### config.mk
export PLATFORM = sky130hd
export DESIGN_NAME = rgb_timing_gen
export DESIGN_NICKNAME = d
export VERILOG_FILES = /design/src/rtl/rgb_tg_pkg.sv /design/src/rtl/rgb_tg_cfg_reg.sv /design/src/rtl/rgb_tg_vtimer.sv /design/src/rtl/rgb_tg_htimer.sv /design/src/rtl/rgb_tg_drive.sv /design/src/rtl/rgb_timing_gen.sv
export SDC_FILE = /design/constraint.sdc
export NUM_CORES = 1
export LEC_CHECK = 0
export ABC_AREA = 1
export BUFFER_PORTS_ARGS = -buffer_cell sky130_fd_sc_hd__buf_4
export CORE_UTILIZATION = 32
export DETAILED_ROUTE_END_ITERATION = 10
export GPL_TIMING_DRIVEN = 0
export HOLD_SLACK_MARGIN = 0.08
export PLACE_DENSITY = 0.44
export REMOVE_ABC_BUFFERS = 1
export SKIP_CTS_REPAIR_TIMING = 1
export SYNTH_ARGS = -nofsm -noshare
export SYNTH_HDL_FRONTEND = slang
export SYNTH_SLANG_ARGS = --single-unit
### constraint.sdc
create_clock -name clk -period 15.1 [get_ports clk]
set_clock_uncertainty 0.2 [all_clocks]
set_input_delay 2.265 -clock clk [delete_from_list [all_inputs] [get_ports clk]]
set_output_delay 2.265 -clock clk [all_outputs]
set_load 0.01 [all_outputs]
### src/rtl/rgb_tg_pkg.sv
package rgb_tg_pkg;

   // Mode and polarity bits captured together at frame start
   typedef struct packed {
      logic vs_pol;
      logic hs_pol;
      logic de_pol;
      logic de_gen;
      logic clk_pol;
      logic v_lines;
      logic w_lines;
      logic half_en;
      logic half_all;
   } tg_flags_t;

   // Whether the line position is forced to zero when a frame with these flags begins
   function automatic logic line_restarts(tg_flags_t f);
      return !(f.half_en && !f.half_all);
   endfunction

endpackage

### src/rtl/rgb_tg_cfg_reg.sv
module rgb_tg_cfg_reg
   import rgb_tg_pkg::*;
#(
   parameter int HW = 12,
   parameter int VW = 11
) (
   input  logic          clk,
   input  logic          rst,
   input  logic          load,
   input  logic [HW-1:0] h_total_i,
   input  logic [HW-1:0] hs_len_i,
   input  logic [HW-1:0] act_begin_i,
   input  logic [HW-1:0] act_len_i,
   input  logic [VW-1:0] v_total_i,
   input  logic [VW-1:0] vs_len_i,
   input  tg_flags_t     flags_i,
   output logic [HW-1:0] h_total_o,
   output logic [HW-1:0] hs_len_o,
   output logic [HW-1:0] act_begin_o,
   output logic [HW-1:0] act_len_o,
   output logic [VW-1:0] v_total_o,
   output logic [VW-1:0] vs_len_o,
   output tg_flags_t     flags_o
);

   always_ff @(posedge clk) begin
      if (rst) begin
         h_total_o   <= '0;
         hs_len_o    <= '0;
         act_begin_o <= '0;
         act_len_o   <= '0;
         v_total_o   <= '0;
         vs_len_o    <= '0;
         flags_o     <= '0;
      end else if (load) begin
         h_total_o   <= h_total_i;
         hs_len_o    <= hs_len_i;
         act_begin_o <= act_begin_i;
         act_len_o   <= act_len_i;
         v_total_o   <= v_total_i;
         vs_len_o    <= vs_len_i;
         flags_o     <= flags_i;
      end
   end

endmodule

### src/rtl/rgb_tg_vtimer.sv
module rgb_tg_vtimer
   import rgb_tg_pkg::*;
#(
   parameter int HW = 12,
   parameter int VW = 11,
   localparam int FW = HW + VW + 1
) (
   input  logic          clk,
   input  logic          rst,
   input  logic          ce,
   input  logic [HW-1:0] h_total,
   input  logic [VW-1:0] v_total,
   input  logic [VW-1:0] vs_len,
   input  tg_flags_t     flags,
   output logic          run,
   output logic          load,
   output logic          frame_first,
   output logic          vs_act,
   output logic          cfg_err
);

   logic [FW-1:0] fcnt;
   logic [FW-1:0] h_ext, v_ext, w_ext;
   logic [FW-1:0] base_len, half_len, frame_len, vs_span;
   logic          last_pos;

   always_comb begin
      h_ext     = {{(FW-HW){1'b0}}, h_total};
      v_ext     = {{(FW-VW){1'b0}}, v_total};
      w_ext     = {{(FW-VW){1'b0}}, vs_len};
      base_len  = flags.v_lines ? (v_ext * h_ext) : v_ext;
      half_len  = flags.half_en ? (h_ext >> 1) : '0;
      frame_len = base_len + half_len;
      vs_span   = flags.w_lines ? (w_ext * h_ext) : w_ext;
      last_pos  = (fcnt + 1'b1) >= frame_len;
   end

   // configuration capture: first enabled clock, then every frame wrap
   assign load        = ce && (!run || last_pos);
   assign frame_first = run && (fcnt == '0);
   assign vs_act      = run && (fcnt < vs_span);
   assign cfg_err     = run && !flags.w_lines && (w_ext >= h_ext);

   always_ff @(posedge clk) begin
      if (rst) begin
         run  <= 1'b0;
         fcnt <= '0;
      end else if (ce) begin
         run <= 1'b1;
         if (load) fcnt <= '0;
         else      fcnt <= fcnt + 1'b1;
      end
   end

endmodule

### src/rtl/rgb_tg_htimer.sv
module rgb_tg_htimer #(
   parameter int HW = 12
) (
   input  logic          clk,
   input  logic          rst,
   input  logic          ce,
   input  logic          run,
   input  logic          load,
   input  logic          restart_nx,
   input  logic [HW-1:0] h_total,
   input  logic [HW-1:0] hs_len,
   input  logic [HW-1:0] act_begin,
   input  logic [HW-1:0] act_len,
   output logic          line_first,
   output logic          hs_act,
   output logic          act
);

   logic [HW-1:0] hcnt;
   logic [HW-1:0] hcnt_nx;
   logic [HW:0]   act_end;

   always_comb begin
      if (({1'b0, hcnt} + 1'b1) >= {1'b0, h_total}) hcnt_nx = '0;
      else                                          hcnt_nx = hcnt + 1'b1;
      act_end = {1'b0, act_begin} + {1'b0, act_len};
   end

   assign line_first = run && (hcnt == '0);
   assign hs_act     = run && (hcnt < hs_len);
   assign act        = run && (hcnt >= act_begin) && ({1'b0, hcnt} < act_end);

   always_ff @(posedge clk) begin
      if (rst) begin
         hcnt <= '0;
      end else if (ce) begin
         if (load && (!run || restart_nx)) hcnt <= '0;
         else if (run)                     hcnt <= hcnt_nx;
      end
   end

endmodule

### src/rtl/rgb_tg_drive.sv
module rgb_tg_drive
   import rgb_tg_pkg::*;
#(
   parameter bit OUT_REG = 1'b0
) (
   input  logic      clk,
   input  logic      rst,
   input  logic      ce,
   input  logic      run,
   input  tg_flags_t flags_live,
   input  tg_flags_t flags_cap,
   input  logic      frame_first,
   input  logic      line_first,
   input  logic      vs_act,
   input  logic      hs_act,
   input  logic      act,
   input  logic      err_in,
   output logic      vsync,
   output logic      hsync,
   output logic      de,
   output logic      frame_start,
   output logic      line_start,
   output logic      pix_strobe,
   output logic      cfg_err,
   output logic      launch_on_rise
);

   tg_flags_t pol;
   logic vs_c, hs_c, de_c, fs_c, ls_c, ps_c;

   always_comb begin
      pol  = run ? flags_cap : flags_live;
      vs_c = vs_act ? pol.vs_pol : ~pol.vs_pol;
      hs_c = hs_act ? pol.hs_pol : ~pol.hs_pol;
      de_c = pol.de_gen && (act ? pol.de_pol : ~pol.de_pol);
      fs_c = frame_first && ce;
      ls_c = line_first && ce;
      ps_c = act && ce;
   end

   assign launch_on_rise = flags_cap.clk_pol;
   assign cfg_err        = err_in;

   generate
      if (OUT_REG) begin : g_reg
         always_ff @(posedge clk) begin
            if (rst) begin
               vsync       <= ~flags_live.vs_pol;
               hsync       <= ~flags_live.hs_pol;
               de          <= flags_live.de_gen && ~flags_live.de_pol;
               frame_start <= 1'b0;
               line_start  <= 1'b0;
               pix_strobe  <= 1'b0;
            end else begin
               vsync       <= vs_c;
               hsync       <= hs_c;
               de          <= de_c;
               frame_start <= fs_c;
               line_start  <= ls_c;
               pix_strobe  <= ps_c;
            end
         end
      end else begin : g_comb
         assign vsync       = vs_c;
         assign hsync       = hs_c;
         assign de          = de_c;
         assign frame_start = fs_c;
         assign line_start  = ls_c;
         assign pix_strobe  = ps_c;
      end
   endgenerate

endmodule

### src/rtl/rgb_timing_gen.sv
module rgb_timing_gen
   import rgb_tg_pkg::*;
#(
   parameter int HW      = 12,
   parameter int VW      = 11,
   parameter bit OUT_REG = 1'b0
) (
   input  logic          clk,
   input  logic          rst,
   input  logic          ce,
   input  logic [HW-1:0] h_total,
   input  logic [HW-1:0] hs_len,
   input  logic [HW-1:0] act_begin,
   input  logic [HW-1:0] act_len,
   input  logic [VW-1:0] v_total,
   input  logic [VW-1:0] vs_len,
   input  logic          v_in_lines,
   input  logic          vs_in_lines,
   input  logic          half_line_en,
   input  logic          half_line_all,
   input  logic          vs_pol,
   input  logic          hs_pol,
   input  logic          de_pol,
   input  logic          de_gen,
   input  logic          clk_pol,
   output logic          vsync,
   output logic          hsync,
   output logic          de,
   output logic          frame_start,
   output logic          line_start,
   output logic          pix_strobe,
   output logic          cfg_err,
   output logic          launch_on_rise
);

   initial begin
      if (HW < 2)  $error("rgb_timing_gen: HW must be at least 2");
      if (VW < 1)  $error("rgb_timing_gen: VW must be at least 1");
      if (HW + VW > 40) $error("rgb_timing_gen: frame counter too wide");
   end

   tg_flags_t     flags_live, flags_cap;
   logic [HW-1:0] h_total_c, hs_len_c, act_begin_c, act_len_c;
   logic [VW-1:0] v_total_c, vs_len_c;
   logic          run, load, frame_first, line_first;
   logic          vs_act, hs_act, act, err_raw, restart_nx;

   always_comb begin
      flags_live.vs_pol   = vs_pol;
      flags_live.hs_pol   = hs_pol;
      flags_live.de_pol   = de_pol;
      flags_live.de_gen   = de_gen;
      flags_live.clk_pol  = clk_pol;
      flags_live.v_lines  = v_in_lines;
      flags_live.w_lines  = vs_in_lines;
      flags_live.half_en  = half_line_en;
      flags_live.half_all = half_line_all;
      restart_nx          = line_restarts(flags_live);
   end

   rgb_tg_cfg_reg #(.HW(HW), .VW(VW)) i_cfg (
      .clk(clk), .rst(rst), .load(load),
      .h_total_i(h_total), .hs_len_i(hs_len), .act_begin_i(act_begin),
      .act_len_i(act_len), .v_total_i(v_total), .vs_len_i(vs_len),
      .flags_i(flags_live),
      .h_total_o(h_total_c), .hs_len_o(hs_len_c), .act_begin_o(act_begin_c),
      .act_len_o(act_len_c), .v_total_o(v_total_c), .vs_len_o(vs_len_c),
      .flags_o(flags_cap)
   );

   rgb_tg_vtimer #(.HW(HW), .VW(VW)) i_vt (
      .clk(clk), .rst(rst), .ce(ce),
      .h_total(h_total_c), .v_total(v_total_c), .vs_len(vs_len_c),
      .flags(flags_cap),
      .run(run), .load(load), .frame_first(frame_first),
      .vs_act(vs_act), .cfg_err(err_raw)
   );

   rgb_tg_htimer #(.HW(HW)) i_ht (
      .clk(clk), .rst(rst), .ce(ce), .run(run), .load(load),
      .restart_nx(restart_nx),
      .h_total(h_total_c), .hs_len(hs_len_c),
      .act_begin(act_begin_c), .act_len(act_len_c),
      .line_first(line_first), .hs_act(hs_act), .act(act)
   );

   rgb_tg_drive #(.OUT_REG(OUT_REG)) i_drv (
      .clk(clk), .rst(rst), .ce(ce), .run(run),
      .flags_live(flags_live), .flags_cap(flags_cap),
      .frame_first(frame_first), .line_first(line_first),
      .vs_act(vs_act), .hs_act(hs_act), .act(act), .err_in(err_raw),
      .vsync(vsync), .hsync(hsync), .de(de),
      .frame_start(frame_start), .line_start(line_start),
      .pix_strobe(pix_strobe), .cfg_err(cfg_err),
      .launch_on_rise(launch_on_rise)
   );

endmodule

==> summary.txt <==
Global routing
  • Initial antenna violation count: 0
  • Overall routing resource usage: 20.09%
  • Global-route wire length before repair: 89,630 um
  • Grt ovf: 0
  • Largest net degree at the start of global routing: 70
  • Vias in the first global route: about 16,000

Die
  • Rows: 87
  • DIE AREA: 58,020 um^2
  • # IOs: 90
  • Chip height: roughly 240 um
  • Core box area: ~56,000 um^2
  • Starting density of the core: about a third
  • Die width: 240.9 um

Hold path
  • Worst hold start: i_cfg.hs_len_o[5]
  • Hold Crit Depth: 2
  • Hold Crit Endpoint: i_cfg.hs_len_o[5]
  • Worst hold-check path type: reg2reg

Final layout
  • Non-filler cells, final: 3,380
  • P&R area growth vs syn: 10.37%
  • Commonest non-fill, non-tap cell in the layout: nand2_1
  • Share of cells above drive strength 1: 6.555%
  • Number of diodes: 0
  • Commonest non-fill, non-tap cells in the layout: nand2_1 (571), inv_1 (525), ha_1 (263), nor2_1 (207), fa_1 (180)
  • Nets: 3,136
  • Finished Cell Area: approximately 20,000 um^2

Synthesis
  • Sequential fraction of the synthesis area: 12.61%
  • Number of synthesized flops with an enable pin: 0
  • Mapped Area: 18,260 um^2
  • Post-Syn Area per Cell: 7.044 um^2
  • Synth Instances: 2,592
  • Synthesis-stage register bit count: approximately 120
  • Yosys cell types: 48
  • Async SR Flop Fraction: 0%
  • Yosys warns: 0
  • Main synth FF type: dfxtp_1

Setup path
  • Flop2flop setup slack: 4.87 ns
  • Crit path DAT: 7.93 ns
  • Req. time, crit path: 12.64 ns
  • R2r endpoint: i_vt.fcnt[9]
  • Crit end category: output pin
  • Worst r2r src: i_cfg.h_total_o[6]
  • CP Launch Type: flop
  • WS Path Type: reg2out
  • Maximum fanout along the worst path: 24
  • Reg2Reg Depth: 41

Clock tree
  • CTS buffer count: 17
  • TritonCTS clock tree: yes
  • Clock buffer depth: 2
  • Clock slew at reported path FFs: 0.06 ns
  • Clock latency on the worst-skew pair: 0.45 ns
  • Sinks on Clock Net: 115
  • Root Buffer: clkbuf_16
  • H-tree depth: 4

Routing
  • Wirelength per Cell: 16.42 um
  • Vias per cell: around 4.8
  • Final ANT Viol Nets: 0
  • Detailed Route WL: 55,480 um
  • DRT iter0 DRCs: 906
  • Drt first pass iters: 5
  • Post-route DRC: 0
  • DR vias: 16,210

Power and ir drop
  • Max VDD drop: 0.00008375 V
  • Leak: 0.01104 uW
  • Pwr dens: around 80 nW/um^2

Timing
  • Relative slew slack: 6.274%
  • Period utilization: between 60% and 70%
  • RSZ-0062 raised after global routing: no
  • Fin crit period: 10.40 ns
  • Final Slew Violations: 0
  • Upper clock frequency limit: a little under 100 MHz
  • Setup TNS: 0 ns
  • Measured slew at the worst slew-check pin: ~1.4 ns
  • Final hold viol count: 0
  • Final setup viols: 0

Placed design
  • Post-DP HPWL: 43,870 um
  • Dpl cell area: 19,560 um^2
  • Final GP Congestion: ~0.88
  • Port bufs: 89
  • DP Cell Count: 3,348

Run status
  • Outcome: complete, no violations

Job
  • Max-cap violation count: 0
registers in the layout (all words and copies together) (netlist names):
name and count:
i_cfg.h_total_o 12, i_vt.run 1, i_cfg.flags_o 8, i_vt.fcnt 24, i_cfg.v_total_o 11, i_cfg.act_len_o 12, i_ht.hcnt 12, i_cfg.hs_len_o 12
i_cfg.vs_len_o 11, i_cfg.act_begin_o 12
cell families after synthesis:
group / synth area share (%)
mux: 0.3838
flops: 12.61
buf+inv: 13.05
simple gates: 22.41
xor+xnor: 3.118
fa+ha+maj: 37.76
compound gates: 10.68
power breakdown:
group | internal, uW | total (uW) | switching, uW
logic | 285 | 768 | 483
clock network | 249 | 421 | 171
registers | 332 | 431 | 98.9
total | 866 | 1620 | 753
area by class of cell:
type                       instances  area [um^2]
clock buffer                      19        442.9
clock inverter                    13        148.9
fill                            6184        36230
inverter                         537         2016
multi-input combinational       1849        13580
sequential                       115         2303
tap                              756        945.9
timing repair buffer              91        715.7
routing by layer:
layer / GRT usage (%) / routed length, um / vias to the layer above
met5: 0 / 0 / -
met4: 4.392 / 842 / 0
met3: 2.219 / 1951 / 45
met2: 34.24 / 26270 / 278
met1: 27.21 / 26420 / 7774
li1: - / - / 8108
critical path, cell delays in order (launching register included):
cell and delay [ns]:
dfxtp_1 1.21, nand2_1 0.20, fa_1 0.59, inv_1 0.05, fa_1 0.51, fa_1 0.56, inv_1 0.06, fa_1 0.53
inv_1 0.06, fa_1 0.52, ha_1 0.44, a21oi_1 0.25, o21a_1 0.17, nand2_1 0.10, a21oi_1 0.41, o21ai_0 0.25
or2_0 0.25, nand3_1 0.14, ha_1 0.27, nand2_1 0.07, o21ai_0 0.10, nand2_1 0.07, o211ai_1 0.08, a21oi_1 0.13
nand3_1 0.13, xor2_1 0.18, buf_4 0.15
synth_stat cells (11+ instances only):
master    number  area, um^2
dfxtp_1      115        2302
inv_2         11       41.29
a21oi_1      170       850.8
clkbuf_1      71       266.5
ha_1         263        3291
nor3_1        22       110.1
xnor2_1       19       166.4
a211oi_1      21       157.7
xor2_1        46       402.9
nand4_1       27       168.9
nand3_1       87       435.4
inv_1        526        1974
nor2_1       207       777.0
nand2_1      571        2143
nor4_1        12       75.07
o21ai_0      123       615.6
buf_2         16       80.08
fa_1         180        3603
metrics by stage:
step / hold slack (ns) / total power [uW] / utilization [%] / setup WS (ns)
2_1_floorplan: 0.2376 / 925.3 / - / 6.364
3_3_place_gp: 0.2515 / 1203 / 34.59 / 3.410
3_5_place_dp: 0.2560 / 1211 / 34.69 / 4.804
4_1_cts: 0.2652 / 1649 / 35.74 / 4.745
5_1_grt: 0.2970 / 1770 / 35.74 / 4.013
6_report: 0.2607 / 1619 / 35.74 / 4.701
worst max path at each step:
stage / endpoint / start / slack (ns)
finish: vsync / i_cfg.h_total_o[1] / 4.70
global route: i_vt.fcnt[21] / i_cfg.h_total_o[5] / 4.01
CTS: i_vt.fcnt[4] / i_cfg.h_total_o[6] / 4.75
detailed placement: i_vt.fcnt[4] / i_cfg.h_total_o[6] / 4.80
global placement: i_vt.fcnt[8] / i_cfg.h_total_o[6] / 3.41
floorplan: i_vt.fcnt[10] / i_cfg.h_total_o[5] / 6.36
Power figures use the tool's default switching activity.
